`src/rtl/irq_entry_pkg.sv`:
```
package irq_entry_pkg;

   typedef enum logic [2:0] {
      ST_IDLE,
      ST_PUSH_HI,
      ST_PUSH_LO,
      ST_PUSH_P,
      ST_VEC_LO,
      ST_VEC_HI,
      ST_LOAD
   } seq_state_t;

   typedef enum logic [1:0] {
      K_NONE,
      K_RESET,
      K_NMI,
      K_IRQ
   } entry_kind_t;

   localparam int unsigned SRC_NMI = 0;
   localparam int unsigned SRC_IRQ = 1;
   localparam int unsigned NUM_SRC = 2;

endpackage

```
`src/rtl/irq_req_latch.sv`:
```
module irq_req_latch #(
   parameter int unsigned N = 2
) (
   input  logic         clk,
   input  logic         rst_n,
   input  logic [N-1:0] set_i,
   input  logic [N-1:0] clr_i,
   output logic [N-1:0] pend_o
);

   if (N < 1) begin : g_bad_n
      $error("irq_req_latch: N must be at least 1");
   end

   for (genvar g = 0; g < N; g++) begin : g_src
      logic pend_q;
      // a new request in the same cycle as a clear survives
      always_ff @(posedge clk or negedge rst_n) begin
         if (!rst_n) pend_q <= 1'b0;
         else        pend_q <= (pend_q & ~clr_i[g]) | set_i[g];
      end
      assign pend_o[g] = pend_q;
   end

endmodule

```
`src/rtl/irq_nmi_arm.sv`:
```
module irq_nmi_arm (
   input  logic clk,
   input  logic rst_n,
   input  logic wr_i,
   input  logic en_i,
   input  logic vblank_i,
   output logic fire_o
);

   logic en_q;

   always_ff @(posedge clk or negedge rst_n) begin
      if (!rst_n)    en_q <= 1'b0;
      else if (wr_i) en_q <= en_i;
   end

   // enable rising through a write while blanking is already active
   assign fire_o = wr_i & en_i & ~en_q & vblank_i;

endmodule

```
`src/rtl/irq_entry_fsm.sv`:
```
module irq_entry_fsm
   import irq_entry_pkg::*;
#(
   parameter int unsigned   AW          = 16,
   parameter int unsigned   DW          = 8,
   parameter logic [DW-1:0] STACK_PAGE  = 8'h01,
   parameter logic [AW-1:0] NMI_VEC     = 16'hFFFA,
   parameter logic [AW-1:0] RST_VEC     = 16'hFFFC,
   parameter logic [AW-1:0] IRQ_VEC     = 16'hFFFE,
   parameter logic [DW-1:0] PWR_SP      = 8'hFD,
   parameter logic [DW-1:0] PWR_P       = 8'h24,
   parameter logic [DW-1:0] RST_SP_DROP = 8'd3,
   parameter int unsigned   IDIS_BIT    = 2,
   parameter int unsigned   BRK_BIT     = 4
) (
   input  logic          clk,
   input  logic          rst_n,
   input  logic          boundary_i,
   input  logic          rst_req_i,
   input  logic          nmi_pend_i,
   input  logic          irq_pend_i,
   output logic          nmi_clr_o,
   output logic          irq_clr_o,
   input  logic [AW-1:0] pc_i,
   input  logic [DW-1:0] sp_i,
   input  logic [DW-1:0] p_i,
   output logic [AW-1:0] mem_addr_o,
   output logic          mem_we_o,
   output logic          mem_re_o,
   output logic [DW-1:0] mem_wdata_o,
   input  logic [DW-1:0] mem_rdata_i,
   output logic          pc_wr_o,
   output logic [AW-1:0] pc_o,
   output logic          sp_wr_o,
   output logic [DW-1:0] sp_o,
   output logic          p_wr_o,
   output logic [DW-1:0] p_o,
   output logic          busy_o
);

   localparam logic [DW-1:0] IMASK = DW'(1) << IDIS_BIT;
   localparam logic [DW-1:0] BMASK = DW'(1) << BRK_BIT;

   seq_state_t    state_q;
   entry_kind_t   kind_q;
   logic [AW-1:0] pc_q;
   logic [DW-1:0] sp_q;
   logic [DW-1:0] p_q;
   logic [DW-1:0] vlo_q;
   logic          rst_pend_q;
   logic          pwr_q;

   logic          idle;
   logic          take_nmi;
   logic          take_irq;
   logic [AW-1:0] vec_base;

   assign idle     = (state_q == ST_IDLE);
   assign take_nmi = idle & ~rst_pend_q & boundary_i & nmi_pend_i;
   assign take_irq = idle & ~rst_pend_q & boundary_i & ~nmi_pend_i & irq_pend_i;
   assign nmi_clr_o = take_nmi;
   assign irq_clr_o = take_irq;

   always_comb begin
      case (kind_q)
         K_NMI:   vec_base = NMI_VEC;
         K_IRQ:   vec_base = IRQ_VEC;
         default: vec_base = RST_VEC;
      endcase
   end

   always_comb begin
      mem_addr_o  = '0;
      mem_we_o    = 1'b0;
      mem_re_o    = 1'b0;
      mem_wdata_o = '0;
      case (state_q)
         ST_PUSH_HI: begin
            mem_we_o    = 1'b1;
            mem_addr_o  = {STACK_PAGE, sp_q};
            mem_wdata_o = pc_q[AW-1:DW];
         end
         ST_PUSH_LO: begin
            mem_we_o    = 1'b1;
            mem_addr_o  = {STACK_PAGE, sp_q};
            mem_wdata_o = pc_q[DW-1:0];
         end
         ST_PUSH_P: begin
            mem_we_o    = 1'b1;
            mem_addr_o  = {STACK_PAGE, sp_q};
            mem_wdata_o = p_q | BMASK;
         end
         ST_VEC_LO: begin
            mem_re_o   = 1'b1;
            mem_addr_o = vec_base;
         end
         ST_VEC_HI: begin
            mem_re_o   = 1'b1;
            mem_addr_o = vec_base + AW'(1);
         end
         default: ;
      endcase
   end

   assign busy_o  = ~idle;
   assign pc_wr_o = (state_q == ST_LOAD);
   assign sp_wr_o = (state_q == ST_LOAD);
   assign p_wr_o  = (state_q == ST_LOAD);
   assign pc_o    = {mem_rdata_i, vlo_q};
   assign sp_o    = sp_q;
   assign p_o     = p_q;

   always_ff @(posedge clk or negedge rst_n) begin
      if (!rst_n) begin
         state_q    <= ST_IDLE;
         kind_q     <= K_NONE;
         pc_q       <= '0;
         sp_q       <= '0;
         p_q        <= '0;
         vlo_q      <= '0;
         rst_pend_q <= 1'b1;
         pwr_q      <= 1'b1;
      end else begin
         rst_pend_q <= rst_req_i | (rst_pend_q & ~idle);
         case (state_q)
            ST_IDLE: begin
               if (rst_pend_q) begin
                  kind_q  <= K_RESET;
                  state_q <= ST_VEC_LO;
                  pwr_q   <= 1'b0;
                  sp_q    <= pwr_q ? PWR_SP : (sp_i - RST_SP_DROP);
                  p_q     <= pwr_q ? PWR_P  : (p_i | IMASK);
               end else if (take_nmi | take_irq) begin
                  kind_q  <= take_nmi ? K_NMI : K_IRQ;
                  state_q <= ST_PUSH_HI;
                  pc_q    <= pc_i;
                  sp_q    <= sp_i;
                  p_q     <= p_i;
               end
            end
            ST_PUSH_HI: begin
               sp_q    <= sp_q - DW'(1);
               state_q <= ST_PUSH_LO;
            end
            ST_PUSH_LO: begin
               sp_q    <= sp_q - DW'(1);
               state_q <= ST_PUSH_P;
            end
            ST_PUSH_P: begin
               sp_q    <= sp_q - DW'(1);
               p_q     <= p_q | IMASK;
               state_q <= ST_VEC_LO;
            end
            ST_VEC_LO: state_q <= ST_VEC_HI;
            ST_VEC_HI: begin
               vlo_q   <= mem_rdata_i;
               state_q <= ST_LOAD;
            end
            ST_LOAD: begin
               kind_q  <= K_NONE;
               state_q <= ST_IDLE;
            end
            default: state_q <= ST_IDLE;
         endcase
      end
   end

endmodule

```
`src/rtl/irq_entry_seq.sv`:
```
module irq_entry_seq
   import irq_entry_pkg::*;
#(
   parameter int unsigned   AW          = 16,
   parameter int unsigned   DW          = 8,
   parameter logic [DW-1:0] STACK_PAGE  = 8'h01,
   parameter logic [AW-1:0] NMI_VEC     = 16'hFFFA,
   parameter logic [AW-1:0] RST_VEC     = 16'hFFFC,
   parameter logic [AW-1:0] IRQ_VEC     = 16'hFFFE,
   parameter logic [DW-1:0] PWR_SP      = 8'hFD,
   parameter logic [DW-1:0] PWR_P       = 8'h24,
   parameter logic [DW-1:0] RST_SP_DROP = 8'd3,
   parameter int unsigned   IDIS_BIT    = 2,
   parameter int unsigned   BRK_BIT     = 4
) (
   input  logic          clk,
   input  logic          rst_n,
   input  logic          boundary_i,
   input  logic          nmi_i,
   input  logic          irq_i,
   input  logic          rst_req_i,
   input  logic          nmi_en_wr_i,
   input  logic          nmi_en_i,
   input  logic          vblank_i,
   input  logic [AW-1:0] pc_i,
   input  logic [DW-1:0] sp_i,
   input  logic [DW-1:0] p_i,
   output logic [AW-1:0] mem_addr_o,
   output logic          mem_we_o,
   output logic          mem_re_o,
   output logic [DW-1:0] mem_wdata_o,
   input  logic [DW-1:0] mem_rdata_i,
   output logic          pc_wr_o,
   output logic [AW-1:0] pc_o,
   output logic          sp_wr_o,
   output logic [DW-1:0] sp_o,
   output logic          p_wr_o,
   output logic [DW-1:0] p_o,
   output logic          busy_o
);

   localparam logic [AW-1:0] TOP_ADDR = '1;

   if (AW != 2 * DW) begin : g_bad_width
      $error("irq_entry_seq: address width must be twice the data width");
   end
   if (IDIS_BIT >= DW || BRK_BIT >= DW || IDIS_BIT == BRK_BIT) begin : g_bad_bits
      $error("irq_entry_seq: status bit positions out of range or equal");
   end
   if (NMI_VEC == TOP_ADDR || RST_VEC == TOP_ADDR || IRQ_VEC == TOP_ADDR) begin : g_bad_vec
      $error("irq_entry_seq: a vector may not sit on the last address");
   end

   logic                 arm_fire;
   logic [NUM_SRC-1:0]   req_set;
   logic [NUM_SRC-1:0]   req_clr;
   logic [NUM_SRC-1:0]   req_pend;
   logic                 nmi_clr;
   logic                 irq_clr;

   irq_nmi_arm u_arm (
      .clk      (clk),
      .rst_n    (rst_n),
      .wr_i     (nmi_en_wr_i),
      .en_i     (nmi_en_i),
      .vblank_i (vblank_i),
      .fire_o   (arm_fire)
   );

   assign req_set[SRC_NMI] = nmi_i | arm_fire;
   assign req_set[SRC_IRQ] = irq_i & ~p_i[IDIS_BIT];
   assign req_clr[SRC_NMI] = nmi_clr;
   assign req_clr[SRC_IRQ] = irq_clr;

   irq_req_latch #(.N(NUM_SRC)) u_latch (
      .clk    (clk),
      .rst_n  (rst_n),
      .set_i  (req_set),
      .clr_i  (req_clr),
      .pend_o (req_pend)
   );

   irq_entry_fsm #(
      .AW          (AW),
      .DW          (DW),
      .STACK_PAGE  (STACK_PAGE),
      .NMI_VEC     (NMI_VEC),
      .RST_VEC     (RST_VEC),
      .IRQ_VEC     (IRQ_VEC),
      .PWR_SP      (PWR_SP),
      .PWR_P       (PWR_P),
      .RST_SP_DROP (RST_SP_DROP),
      .IDIS_BIT    (IDIS_BIT),
      .BRK_BIT     (BRK_BIT)
   ) u_fsm (
      .clk         (clk),
      .rst_n       (rst_n),
      .boundary_i  (boundary_i),
      .rst_req_i   (rst_req_i),
      .nmi_pend_i  (req_pend[SRC_NMI]),
      .irq_pend_i  (req_pend[SRC_IRQ]),
      .nmi_clr_o   (nmi_clr),
      .irq_clr_o   (irq_clr),
      .pc_i        (pc_i),
      .sp_i        (sp_i),
      .p_i         (p_i),
      .mem_addr_o  (mem_addr_o),
      .mem_we_o    (mem_we_o),
      .mem_re_o    (mem_re_o),
      .mem_wdata_o (mem_wdata_o),
      .mem_rdata_i (mem_rdata_i),
      .pc_wr_o     (pc_wr_o),
      .pc_o        (pc_o),
      .sp_wr_o     (sp_wr_o),
      .sp_o        (sp_o),
      .p_wr_o      (p_wr_o),
      .p_o         (p_o),
      .busy_o      (busy_o)
   );

endmodule

```
`config.mk`:
```
export PLATFORM = sky130hd
export DESIGN_NAME = irq_entry_seq
export DESIGN_NICKNAME = d
export VERILOG_FILES = /design/src/rtl/irq_entry_pkg.sv /design/src/rtl/irq_req_latch.sv /design/src/rtl/irq_nmi_arm.sv /design/src/rtl/irq_entry_fsm.sv /design/src/rtl/irq_entry_seq.sv
export SDC_FILE = /design/constraint.sdc
export NUM_CORES = 1
export LEC_CHECK = 0
export BUFFER_PORTS_ARGS = -buffer_cell sky130_fd_sc_hd__buf_2
export CELL_PAD_IN_SITES_DETAIL_PLACEMENT = 1
export CELL_PAD_IN_SITES_GLOBAL_PLACEMENT = 2
export CORE_MARGIN = 5
export CORE_UTILIZATION = 32
export CTS_BUF_LIST = sky130_fd_sc_hd__clkbuf_8
export DETAILED_ROUTE_END_ITERATION = 8
export PLACE_DENSITY_LB_ADDON = 0.1
export SLEW_MARGIN = 5
export SYNTH_ARGS = -nofsm -noshare
export SYNTH_HDL_FRONTEND = slang
export SYNTH_SLANG_ARGS = --single-unit
```
`constraint.sdc`:
```
create_clock -name clk -period 3.1 [get_ports clk]
set_input_delay 0.155 -clock clk [delete_from_list [all_inputs] [get_ports clk]]
set_output_delay 0.155 -clock clk [all_outputs]
set_load 0.005 [all_outputs]
```
==> parameters.txt, run 1 <==
Parameter                              Value

Global route
  Global-route wire length before repair    roughly 13000 µm
  Global route overflow    0
  Largest net degree at the start of global routing    29
  Number of global-route vias before repair    approximately 2500
  Antenna violations before repair    0
  Total global routing track utilization    0.1543

Power
  Int Power    approximately 0.0019 W
  Power density over the cells    slightly above 900 nW/µm²
  NetSw    ~0.0013 W
  Fraction of power consumed by combinational cells    0.472
  Seq pwr share    0.414
  Part of the power in the clock network    0.114
  Final Power    ~0.0032 W
  Static leakage    about 1.7 nW
  Worst VDD drop    between 0.2 and 0.3 mV
  Sw frac    0.4099

Run status
  Result of the run    completed

Job
  Max-cap violations    0

Clocking
  Worst-case clock buffer depth    2
  Gates resized, CTS repair    0
  Clock transition at the register clock pins on the worst setup and hold paths after CTS    90 ps
  Number of clock sinks    50
  Number of buffers added for setup after CTS    0
  Root buffer cell    clkbuf_8
  H-tree Lvls    2
  Number of buffers created by CTS    5
  Clock latency on the worst-skew pair    approximately 290 ps
  Hold_buf cts    1
  TritonCTS clock tree    built

Detailed routing
  Post-detailed-route DRC marker count    0
  Number of search-and-repair iterations in the first detailed-routing pass    4
  Post-route ant nets    0
  First-iteration detailed-routing DRC count    46
  Number of vias per cell after detailed routing    ~5.0
  Total Routed Length    7976 µm
  Vias after detailed routing    2349
  Average detailed-routed wire length per instance    around 17 µm

Setup path
  RR Startpoint    u_fsm.state_q[2]
  Capturing point of the worst reg2reg path    u_fsm.vlo_q[1]
  Peak fanout along the critical path    22
  Required time of the critical path    2940 ps
  Logic depth of the worst register-to-register path    4
  Setup slack, reg-to-reg    900 ps
  Launching element type of the critical path    flop
  Setup crit end kind    primary output
  Crit path kind    flop to primary output
  Data arrival time of the worst path    ~2300 ps

Cells and area
  Area Overhead vs Synth    22.47%
  Fraction of final layout cells with drive strength greater than 1    0.4363
  Antenna diode count    0
  Net count, final    420
  Final instance area    about 3400 µm²
  Final Instance Count excl. Fillers    474

Yosys
  Dominant combinational cell family by area after synthesis    compound AO/OA/AOI/OAI gates
  Synthesized area per cell    approximately 10 µm²
  Synthesized instance count    approximately 280
  Synth Area in Compound Gates    0.1550
  Basic-gate share of the synthesized area counting and, or, nand and nor cells    0.1382
  Count of unique library cells instantiated by Yosys    between 40 and 50
  Number of synthesized register bits    50
  Total of warnings raised by yosys    0
  Most instantiated flip-flop cell in the synthesis netlist    dfrtp_1
  Portion of netlist area occupied by mux cells    0.1459
  Cell with the most instances after synthesis    dfrtp_1
  Area of the mapped netlist    approximately 2800 µm²
  Sequential fraction of the synthesis area    0.4540
  Most area-consuming cells after synthesis    dfrtp_1 (43%), mux2_2 (14%), nand2_1 (4.6%), buf_4 (4.3%), o21ai_0 (3.1%)
  Dominant cell type by area after synthesis    dfrtp_1
  Synth Net Count    326
  Async set-or-reset flop fraction in the synthesized netlist    1.000
  Commonest cells post-synth    dfrtp_1 (48), mux2_2 (34), nand2_1 (34), nor2_1 (21), o21ai_0 (17)
  Share of the synthesized area in the top cell type    0.4350
  Number of flops mapped to enable cells by yosys    0
  Share of the synthesized netlist area taken by xor and xnor gates    0.01586
  Adder-cell share of the synthesized area    0.009062

Timing
  Final Critical Period    ~2400 ps
  Number of slew-limit violations in the final report    0
  Count of final setup violators    0
  Setup slack of the critical path after layout    ~690 ps
  Hold Fails Final Rpt    0
  Worst-case headroom to the max-slew limit    0.4746
  RSZ-0062 raised after global routing    false
  Maximum clock rate    between 0.4 and 0.5 GHz
  Total negative slack    0 ps
  Final worst path period share    0.7778
  Slew @ Worst Pin    ~790 ps
  Largest clock skew in the final design    5.466 ps

Die
  Die width    between 100 and 150 µm
  Area of the die    ~11000 µm²
  Die Y-Extent    102.9 µm
  Starting Density    0.3327
  I/O pins    111
  Area of the core region    between 8000 and 9000 µm²
  FP Rows    33

Placed design
  Post-Place Cells    between 400 and 500
  Number of buffer cells added on primary ports    110
  GPL Wtd Cong    ~0.77
  Post-Place Cell Area    between 3000 and 4000 µm²
  HPWL reported at the end of detailed placement    around 6400 µm
  Pre-CTS setup slack    roughly 850 ps

Min path
  Class of the worst hold path    primary input to flop
  Critical hold path startpoint    nmi_i
  Hold endpoint    u_latch.g_src[0].pend_q
  Hold-critical path depth    3
area by class of cell:
type,count,area [µm²]
Clock buffer,5,68.82
Clock inverter,2,11.26
Sequential cell,50,1254
Timing Repair Buffer,115,590.6
Tap cell,105,131.4
Inverter,12,45.04
Multi-Input combinational cell,185,1281
Fill cell,1017,4917
critical path, stage by stage (launching register included):
cell	delay [ps]
dfrtp_1	860
nand2b_1	380
inv_1	190
nand2_1	260
nand2_1	140
buf_2	120
how the worst max path moves through the flow:
stage	startpoint	to	cells after the start
after floorplan	u_fsm.state_q[0]	u_fsm.pc_q[0]	6
after global placement	u_fsm.state_q[2]	u_fsm.vlo_q[2]	4
after detailed placement	u_fsm.state_q[2]	u_fsm.vlo_q[1]	4
after CTS	u_fsm.state_q[2]	mem_addr_o[0]	5
after global routing	u_fsm.state_q[2]	mem_addr_o[0]	5
final	u_fsm.state_q[2]	mem_addr_o[0]	5
stage by stage:
step                      utilization  hold WS [ps]
after floorplan                     -        -140.6
after global placement         0.3967         163.2
after detailed placement       0.3967         167.7
after CTS                      0.4075         43.29
after global routing           0.4075         53.19
final                          0.4075         52.13
state kept, by name, summed over array words and instances, names as in the netlist:
register,count
u_fsm.pc_q,16
u_fsm.p_o,8
u_fsm.sp_o,8
u_fsm.vlo_q,8
u_fsm.state_q,3
u_fsm.kind_q,2
u_latch.g_src.pend_q,2
u_arm.en_q,1
u_fsm.pwr_q,1
u_fsm.rst_pend_q,1
power by group through the flow:
stage	clock network [W]	registers, W	logic [W]
2_1_floorplan	0	0.00115	0.00110
3_3_place_gp	0	0.00131	0.00149
3_5_place_dp	0	0.00133	0.00153
4_1_cts	0.000383	0.00131	0.00154
5_1_grt	0.000399	0.00136	0.00170
6_report	0.000361	0.00131	0.00149
placed cells by master (no fill, tap or decap), types with 2 or more instances in the layout:
| master | count |
|---|---|
| a211oi_1 | 6 |
| a21boi_0 | 2 |
| a21o_1 | 5 |
| a21oi_1 | 10 |
| a221oi_1 | 2 |
| a22oi_1 | 8 |
| a41o_1 | 2 |
| and2_1 | 2 |
| buf_2 | 110 |
| buf_4 | 4 |
| clkbuf_8 | 5 |
| dfrtp_1 | 48 |
| dfstp_2 | 2 |
| ha_1 | 2 |
| inv_1 | 12 |
| mux2_2 | 34 |
| mux2i_1 | 2 |
| nand2_1 | 34 |
| nand2b_1 | 5 |
| nand3_1 | 2 |
| nor2_1 | 21 |
| nor3_1 | 2 |
| nor4_1 | 2 |
| o21ai_0 | 17 |
| o221ai_1 | 2 |
| o22ai_1 | 3 |
| xnor2_1 | 4 |
per-layer routing:
layer,GRT usage,wire (µm)
met2,0.2773,4036
met4,0.02988,63
met1,0.1908,3401
met3,0.03315,474
met5,0,0
cell families (layout without fill, tap and decap cells):
group                    after synthesis  count (layout)
AND/OR/NAND/NOR                       78              78
buffers and inverters                 40             134
XOR/XNOR                               5               5
AO/OA/AOI/OAI                         64              64
adder cells (fa/ha/maj)                2               2
flip-flops                            50              50
multiplexers                          36              36
Note: power is estimated with default switching activity, not from simulation.
==> run 2, diff against run 1 <==
--- a/config.mk
+++ b/config.mk
@@ -5,11 +5,12 @@
 export SDC_FILE = /design/constraint.sdc
 export NUM_CORES = 1
 export LEC_CHECK = 0
+export ABC_AREA = 1
 export BUFFER_PORTS_ARGS = -buffer_cell sky130_fd_sc_hd__buf_2
 export CELL_PAD_IN_SITES_DETAIL_PLACEMENT = 1
 export CELL_PAD_IN_SITES_GLOBAL_PLACEMENT = 2
 export CORE_MARGIN = 5
-export CORE_UTILIZATION = 32
+export CORE_UTILIZATION = 24
 export CTS_BUF_LIST = sky130_fd_sc_hd__clkbuf_8
 export DETAILED_ROUTE_END_ITERATION = 8
 export PLACE_DENSITY_LB_ADDON = 0.1
==> constraint.sdc (replaced) <==
create_clock -name clk -period 2.1 [get_ports clk]
set_input_delay 0.105 -clock clk [delete_from_list [all_inputs] [get_ports clk]]
set_output_delay 0.105 -clock clk [all_outputs]
set_load 0.005 [all_outputs]
==> run 2 against run 1 <==
Largest cell class is now flip-flops and latches; combinational power rose by 71%; critical path type unchanged; sequential share of layout area fell by 3.4 points; highest routed layer unchanged; clock power rose by 110%; die area rose by 30%; global-route usage fell by 1.8 points; final area rose by 10%; clock-buffer cell count did not move; critical path depth rose by 1.
==> parameters.txt, run 2 <==
Parameter                              Value

Yosys
  Cell with the most instances after synthesis    nand2_1
  Count of unique library cells instantiated by Yosys    32
  Sequential fraction of the synthesis area    0.4520
  Synthesized instance count    about 360
  Most instantiated flip-flop cell in the synthesis netlist    dfrtp_1
  Share of the synthesized area in the top cell type    0.4330
  Area of the mapped netlist    between 2000 and 3000 µm²
  Number of flops mapped to enable cells by yosys    0
  Number of synthesized register bits    50
  Commonest cells post-synth    nand2_1 (114), dfrtp_1 (48), inv_1 (43), o21ai_0 (34), nand3_1 (28)
  Async set-or-reset flop fraction in the synthesized netlist    1.000
  Dominant cell type by area after synthesis    dfrtp_1
  Most area-consuming cells after synthesis    dfrtp_1 (43%), nand2_1 (15%), o21ai_0 (6.1%), inv_1 (5.8%), nand3_1 (5.1%)
  Synth Net Count    406
  Synthesized area per cell    7.814 µm²
  Total of warnings raised by yosys    0

Power
  Sw frac    0.4394
  Worst VDD drop    0.4875 mV
  Power density over the cells    roughly 1400 nW/µm²
  Final Power    0.005028 W
  Fraction of power consumed by combinational cells    0.507
  Seq pwr share    0.344
  Part of the power in the clock network    0.148
  Int Power    approximately 0.0028 W
  Static leakage    between 2 and 2.5 nW
  NetSw    about 0.0022 W

Timing
  Maximum clock rate    0.5670 GHz
  Worst-case headroom to the max-slew limit    0.6721
  Count of final setup violators    0
  RSZ-0062 raised after global routing    false
  Setup slack of the critical path after layout    between 300 and 400 ps
  Worst hold slack after final layout    ~14 ps
  Hold Fails Final Rpt    0
  Total negative slack    0 ps
  Final worst path period share    0.8398
  Largest clock skew in the final design    approximately 8.9 ps
  Number of slew-limit violations in the final report    0
  Final Critical Period    ~1800 ps
  Slew @ Worst Pin    490.0 ps

Detailed routing
  Number of vias per cell after detailed routing    4.329
  Met3 wire length    between 500 and 600 µm
  Post-route ant nets    0
  Number of search-and-repair iterations in the first detailed-routing pass    4
  Highest layer used for signal routing    met4
  Average detailed-routed wire length per instance    14.89 µm
  Total Routed Length    between 9000 and 10000 µm
  First-iteration detailed-routing DRC count    88
  DRT met1 WL    4509 µm
  DR WL met2    approximately 4100 µm
  Vias after detailed routing    2684
  Post-detailed-route DRC marker count    0

Cells and area
  Area Overhead vs Synth    34.06%
  Most frequent standard cell in the layout excluding fill and tap cells    nand2_1
  Net count, final    about 530
  Fraction of final layout cells with drive strength greater than 1    0.3103
  Reg with most FFs    u_fsm.pc_q
  Antenna diode count    0
  Number of flip-flops in the largest register    16
  Final instance area    3719 µm²
  Commonest non-fill, non-tap cells in the layout    nand2_1 (114), buf_2 (110), dfrtp_1 (48)

Clocking
  Number of buffers added for setup after CTS    0
  Clock latency on the worst-skew pair    around 320 ps
  Number of buffers created by CTS    5
  Worst-case clock buffer depth    2
  Clock transition at the register clock pins on the worst setup and hold paths after CTS    approximately 110 ps
  TritonCTS clock tree    built
  H-tree Lvls    2
  Number of clock sinks    50
  Root buffer cell    clkbuf_8

Die
  Die width    ~120 µm
  I/O pins    approximately 110
  FP Rows    39
  Area of the core region    about 11000 µm²
  Starting Density    0.2440
  Die Y-Extent    approximately 120 µm
  Area of the die    between 10000 and 15000 µm²

Global route
  Global route overflow    0
  Largest net degree at the start of global routing    45
  Global-route wire length before repair    15640 µm
  Number of global-route vias before repair    2979
  Total global routing track utilization    0.1363
  Antenna violations before repair    0

Min path
  Class of the worst hold path    primary input to flop

Placed design
  Post-Place Cell Area    around 3400 µm²
  GPL Wtd Cong    0.7755
  HPWL reported at the end of detailed placement    just over 7000 µm
  Number of buffer cells added on primary ports    between 100 and 150
  Pre-CTS setup slack    429.3 ps

Setup path
  Crit path kind    flop to primary output
  Required time of the critical path    roughly 2000 ps
  Peak fanout along the critical path    6
  Launching element type of the critical path    flop
  Setup crit end kind    primary output
  Data arrival time of the worst path    ~1700 ps

Run status
  Result of the run    completed

Job
  Max-cap violations    0
## run 2: changes by cell type in the layout (fill, tap and decap cells not counted), moves of 6 or more
cell           before  now
nand2_1            34  114
inv_1              12   43
mux2_2             34    8
nand3_1             2   28
dlygate4sd3_1       1   20
o21ai_0            17   34
a22oi_1             8    0
a211oi_1            6    0
o211ai_1            0    6
## run 2: power by group through the flow
stage / registers [W] / logic [W] / clock network (W)
after global placement: 0.00175 / 0.00255 / 0
final: 0.00173 / 0.00255 / 0.000746
after detailed placement: 0.00176 / 0.00258 / 0
after CTS: 0.00174 / 0.00262 / 0.000772
after global routing: 0.00180 / 0.00293 / 0.000805
after floorplan: 0.00166 / 0.00162 / 0
## run 2: final timing paths
| path | from | end | slack (ps) | cells past startpoint |
|---|---|---|---|---|
| max in group asynchronous | rst_n | u_fsm.rst_pend_q | 1340 | 3 |
| worst max register to register | u_fsm.state_q[1] | u_fsm.p_o[4] | 430 | 7 |
| worst max-delay path | u_fsm.state_q[0] | mem_wdata_o[4] | 340 | 6 |
| worst min register to register | u_fsm.pwr_q | u_fsm.pwr_q | 460 | 2 |
| min in group asynchronous | rst_n | u_fsm.sp_o[7] | 180 | 2 |
| worst min-delay path | pc_i[15] | u_fsm.pc_q[15] | 10 | 3 |
## run 2: per-layer routing
layer	vias up	GRT usage
met2	75	0.2164
met4	0	0.02796
met1	1247	0.1879
met3	6	0.03508
li1	1356	-
met5	-	0
## run 2: repair_timing
item / in CTS / in global routing
endpoints found under the hold margin: 67 / 0
setup endpoints to repair: 0 / 0
hold buffers: 20 / 0
gates resized for setup: 0 / 0
## run 2: logic make-up (layout without fill, tap and decap cells)
kind of cell	Yosys count	count (layout)	synth area share
and+or+nand+nor	174	174	0.2765
adders and majority gates	2	2	0.009020
buffers and inverters	69	191	0.1227
AOI/OAI and AO/OA	51	51	0.1042
xor gates and xnor gates	1	1	0.003158
muxes	8	8	0.03248
DFF	50	50	0.4520
## run 2: area by class of cell
class	count	area, µm²
clock buffer	5	68.82
fill	1419	7651
clock inverter	3	47.55
tap	143	178.9
timing repair buffer	137	815.8
sequential	50	1254
multi-input combinational	236	1180
inverter	46	173.9
## run 2: through the flow
step	std cells	util
finish	620	0.3271
global route	620	0.3271
CTS	620	0.3271
detailed placement	592	0.2992
global placement	592	0.2992
floorplan	355	-
## run 2: worst max-delay path, stage by stage (launching register included)
cell,delay [ps]
dfrtp_1,430
inv_1,90
nand2_1,120
nor2_1,80
buf_4,180
a221o_1,320
buf_2,130
==> run 3, diff against run 2 <==
--- a/config.mk
+++ b/config.mk
@@ -10,7 +10,7 @@
 export CELL_PAD_IN_SITES_DETAIL_PLACEMENT = 1
 export CELL_PAD_IN_SITES_GLOBAL_PLACEMENT = 2
 export CORE_MARGIN = 5
-export CORE_UTILIZATION = 24
+export CORE_UTILIZATION = 27
 export CTS_BUF_LIST = sky130_fd_sc_hd__clkbuf_8
 export DETAILED_ROUTE_END_ITERATION = 8
 export PLACE_DENSITY_LB_ADDON = 0.1
==> constraint.sdc (replaced) <==
create_clock -name clk -period 1.65 [get_ports clk]
set_input_delay 0.0825 -clock clk [delete_from_list [all_inputs] [get_ports clk]]
set_output_delay 0.0825 -clock clk [all_outputs]
set_load 0.005 [all_outputs]
==> run 3 against run 2 <==
The flow now finishes with violations (negative setup slack); via count is 5.0% higher; cell count is 3.1% higher; clock power is 20% higher; first-iteration DRC count is 31% lower; sequential cell count stayed put; final area is 9.4% higher; sequential power is 28% higher; critical path depth is 3 higher; critical endpoint is now u_fsm.sp_o[0].
==> parameters.txt, run 3 (synthesis gave the netlist of run 2 again) <==
Parameter                              Value

Run status
  Result of the run    finished, violations left
  Failing checks    negative setup slack

Global route
  Largest net degree at the start of global routing    34
  Global-route wire length before repair    ~15000 µm
  Antenna violations before repair    0
  Global route overflow    0
  Total global routing track utilization    0.1499
  Most used routing layer    met2
  Number of global-route vias before repair    slightly below 3000
  GRT met3 Usage    0.03315
  Global routing met1 resource utilization    0.2106
  M2 GR Usage    0.2405

Cells and area
  Fraction of final layout cells with drive strength greater than 1    0.3956
  Final instance area    between 4000 and 5000 µm²
  Antenna diode count    0
  Net count, final    between 500 and 600
  Reg with most FFs    u_fsm.pc_q
  Number of flip-flops in the largest register    16
  Most frequent standard cell in the layout excluding fill and tap cells    buf_2
  Number of fill cells    1297
  Area Overhead vs Synth    46.59%
  Commonest non-fill, non-tap cells in the layout    buf_2 (110), nand2_1 (109), dfrtp_1 (47)

Timing
  Count of final setup violators    1
  Largest clock skew in the final design    roughly 9.7 ps
  RSZ-0062 raised after global routing    true
  Final Critical Period    around 1700 ps
  Hold Fails Final Rpt    0
  Number of slew-limit violations in the final report    0
  Maximum clock rate    between 0.5 and 0.6 GHz
  Setup slack of the critical path after layout    -19.87 ps
  Worst-case headroom to the max-slew limit    0.6577
  Final worst path period share    1.012
  Slew @ Worst Pin    about 510 ps

Power
  Final Power    between 0.007 and 0.008 W
  Seq pwr share    0.310
  Int Power    roughly 0.0041 W
  Static leakage    between 2 and 2.5 nW
  Worst VDD drop    between 0.4 and 0.5 mV
  Sw frac    0.4293
  Fraction of power consumed by combinational cells    0.564
  Power density over the cells    1749 nW/µm²
  NetSw    between 0.003 and 0.004 W
  Part of the power in the clock network    0.126

Clocking
  Clock latency on the worst-skew pair    300 ps
  H-tree Lvls    2
  Number of buffers created by CTS    5
  TritonCTS clock tree    built
  Root buffer cell    clkbuf_8
  Clock transition at the register clock pins on the worst setup and hold paths after CTS    100 ps
  Worst-case clock buffer depth    2
  Number of clock sinks    50

Setup path
  Critical-path top delay cell    dfrtp_1
  Data arrival time of the worst path    roughly 1900 ps
  Setup crit end kind    flop
  Peak fanout along the critical path    8
  Launching element type of the critical path    flop
  Crit path kind    flop to flop
  Logic depth of the worst register-to-register path    9
  Delay of the slowest critical-path stage    430 ps
  Cell-by-cell trace of the critical path    buf_6 > nor2_4 > nand2_4 > nor2_8 > o21ai_4 > nand2_2 > clkinvlp_4 > nand3_2 > o21ai_1
  Required time of the critical path    ~1800 ps

Job
  Max-cap violations    0

Detailed routing
  First-iteration detailed-routing DRC count    between 60 and 70
  Post-detailed-route DRC marker count    0
  Number of search-and-repair iterations in the first detailed-routing pass    4
  Total Routed Length    9439 µm
  Post-route ant nets    0
  Number of vias per cell after detailed routing    4.410
  Average detailed-routed wire length per instance    between 10 and 15 µm
  Vias after detailed routing    roughly 2800

Placed design
  Number of buffer cells added on primary ports    between 100 and 150
  HPWL reported at the end of detailed placement    a little over 7000 µm
  GPL Wtd Cong    ~0.76
  Post-Place Cell Area    3466 µm²

Die
  Starting Density    0.2724
  Die width    111.4 µm
  I/O pins    111
  Die Y-Extent    roughly 110 µm
  Area of the core region    between 10000 and 15000 µm²
  FP Rows    37
  Area of the die    12400 µm²

Min path
  Class of the worst hold path    primary input to flop
  Hold-critical path depth    3
[run 3: cell types whose count changed in the layout (fill, tap and decap cells not counted), moves of 5 or more]
cell	before	now
inv_2	2	7
o21ai_0	34	23
buf_6	0	8
nand3_1	28	23
o21ai_1	0	11
nand3_2	0	5
inv_1	43	35
buf_4	6	21
nand2_1	114	109
nor2_1	19	12
[run 3: per-stage QoR]
stage / std cells / hold slack, ps / worst slack, ps / TNS [ps] / utilization
floorplan: 355 / -213.1 / 184.9 / 0 / -
global placement: 593 / 89.00 / 114.1 / 0 / 0.3403
detailed placement: 593 / 79.06 / 58.04 / 0 / 0.3403
CTS: 626 / 0.3496 / -3.611 / -5.884 / 0.3787
global route: 639 / 10.53 / -117.0 / -1107 / 0.3993
finish: 639 / 7.145 / -19.87 / -19.87 / 0.3993
[run 3: routing by layer]
metal	share of wire	vias up
li1	-	1408
met1	0.47	1332
met2	0.47	76
met3	0.058	2
met4	0.0039	0
met5	0	-
[run 3: repair_timing]
| action | CTS | global route |
|---|---|---|
| hold buffers | 22 | 0 |
| gates cloned | 0 | 1 |
| endpoints found under the setup margin | 15 | 53 |
| gates resized for setup | 10 | 47 |
| pin swaps | 2 | 17 |
| hold endpoints to repair | 35 | 0 |
| buffers inserted | 4 | 13 |
[run 3: final cells by class]
| class | count | area (µm²) | share of cell area |
|---|---|---|---|
| clock buffers | 6 | 82.58 | 0.02031 |
| clock inverters | 1 | 30.03 | 0.007385 |
| inverters | 46 | 186.4 | 0.04585 |
| multi-input cells | 236 | 1279 | 0.3145 |
| flip-flops and latches | 50 | 1255 | 0.3086 |
| well taps | 136 | 170.2 | 0.04185 |
| repair buffers | 163 | 1059 | 0.2603 |
| repair inverters | 1 | 5.005 | 0.001231 |
[run 3: worst paths after layout]
path,start,endpoint,slack [ps]
max in group asynchronous,rst_n,u_fsm.state_q[1],790
min,irq_i,u_latch.g_src[1].pend_q,7
min reg2reg,u_fsm.pwr_q,u_fsm.pwr_q,470
max reg2reg,u_fsm.state_q[0],u_fsm.sp_o[0],-20
min in group asynchronous,rst_n,u_fsm.sp_o[5],290
max,u_fsm.state_q[0],u_fsm.sp_o[0],-20
[run 3: critical path: cells and delay by family (launching register included)]
kind,cells,cell delay (ps)
and+or+nand+nor,5,620
DFF,1,430
buffers and inverters,2,360
AOI/OAI and AO/OA,2,150
[run 3: power groups by stage]
stage / combinational [W] / clock (W) / sequential (W)
after floorplan: 0.00207 / 0 / 0.00212
after global placement: 0.00337 / 0 / 0.00220
after detailed placement: 0.00344 / 0 / 0.00221
after CTS: 0.00362 / 0.000939 / 0.00219
after global routing: 0.00452 / 0.000993 / 0.00229
final: 0.00401 / 0.000898 / 0.00221
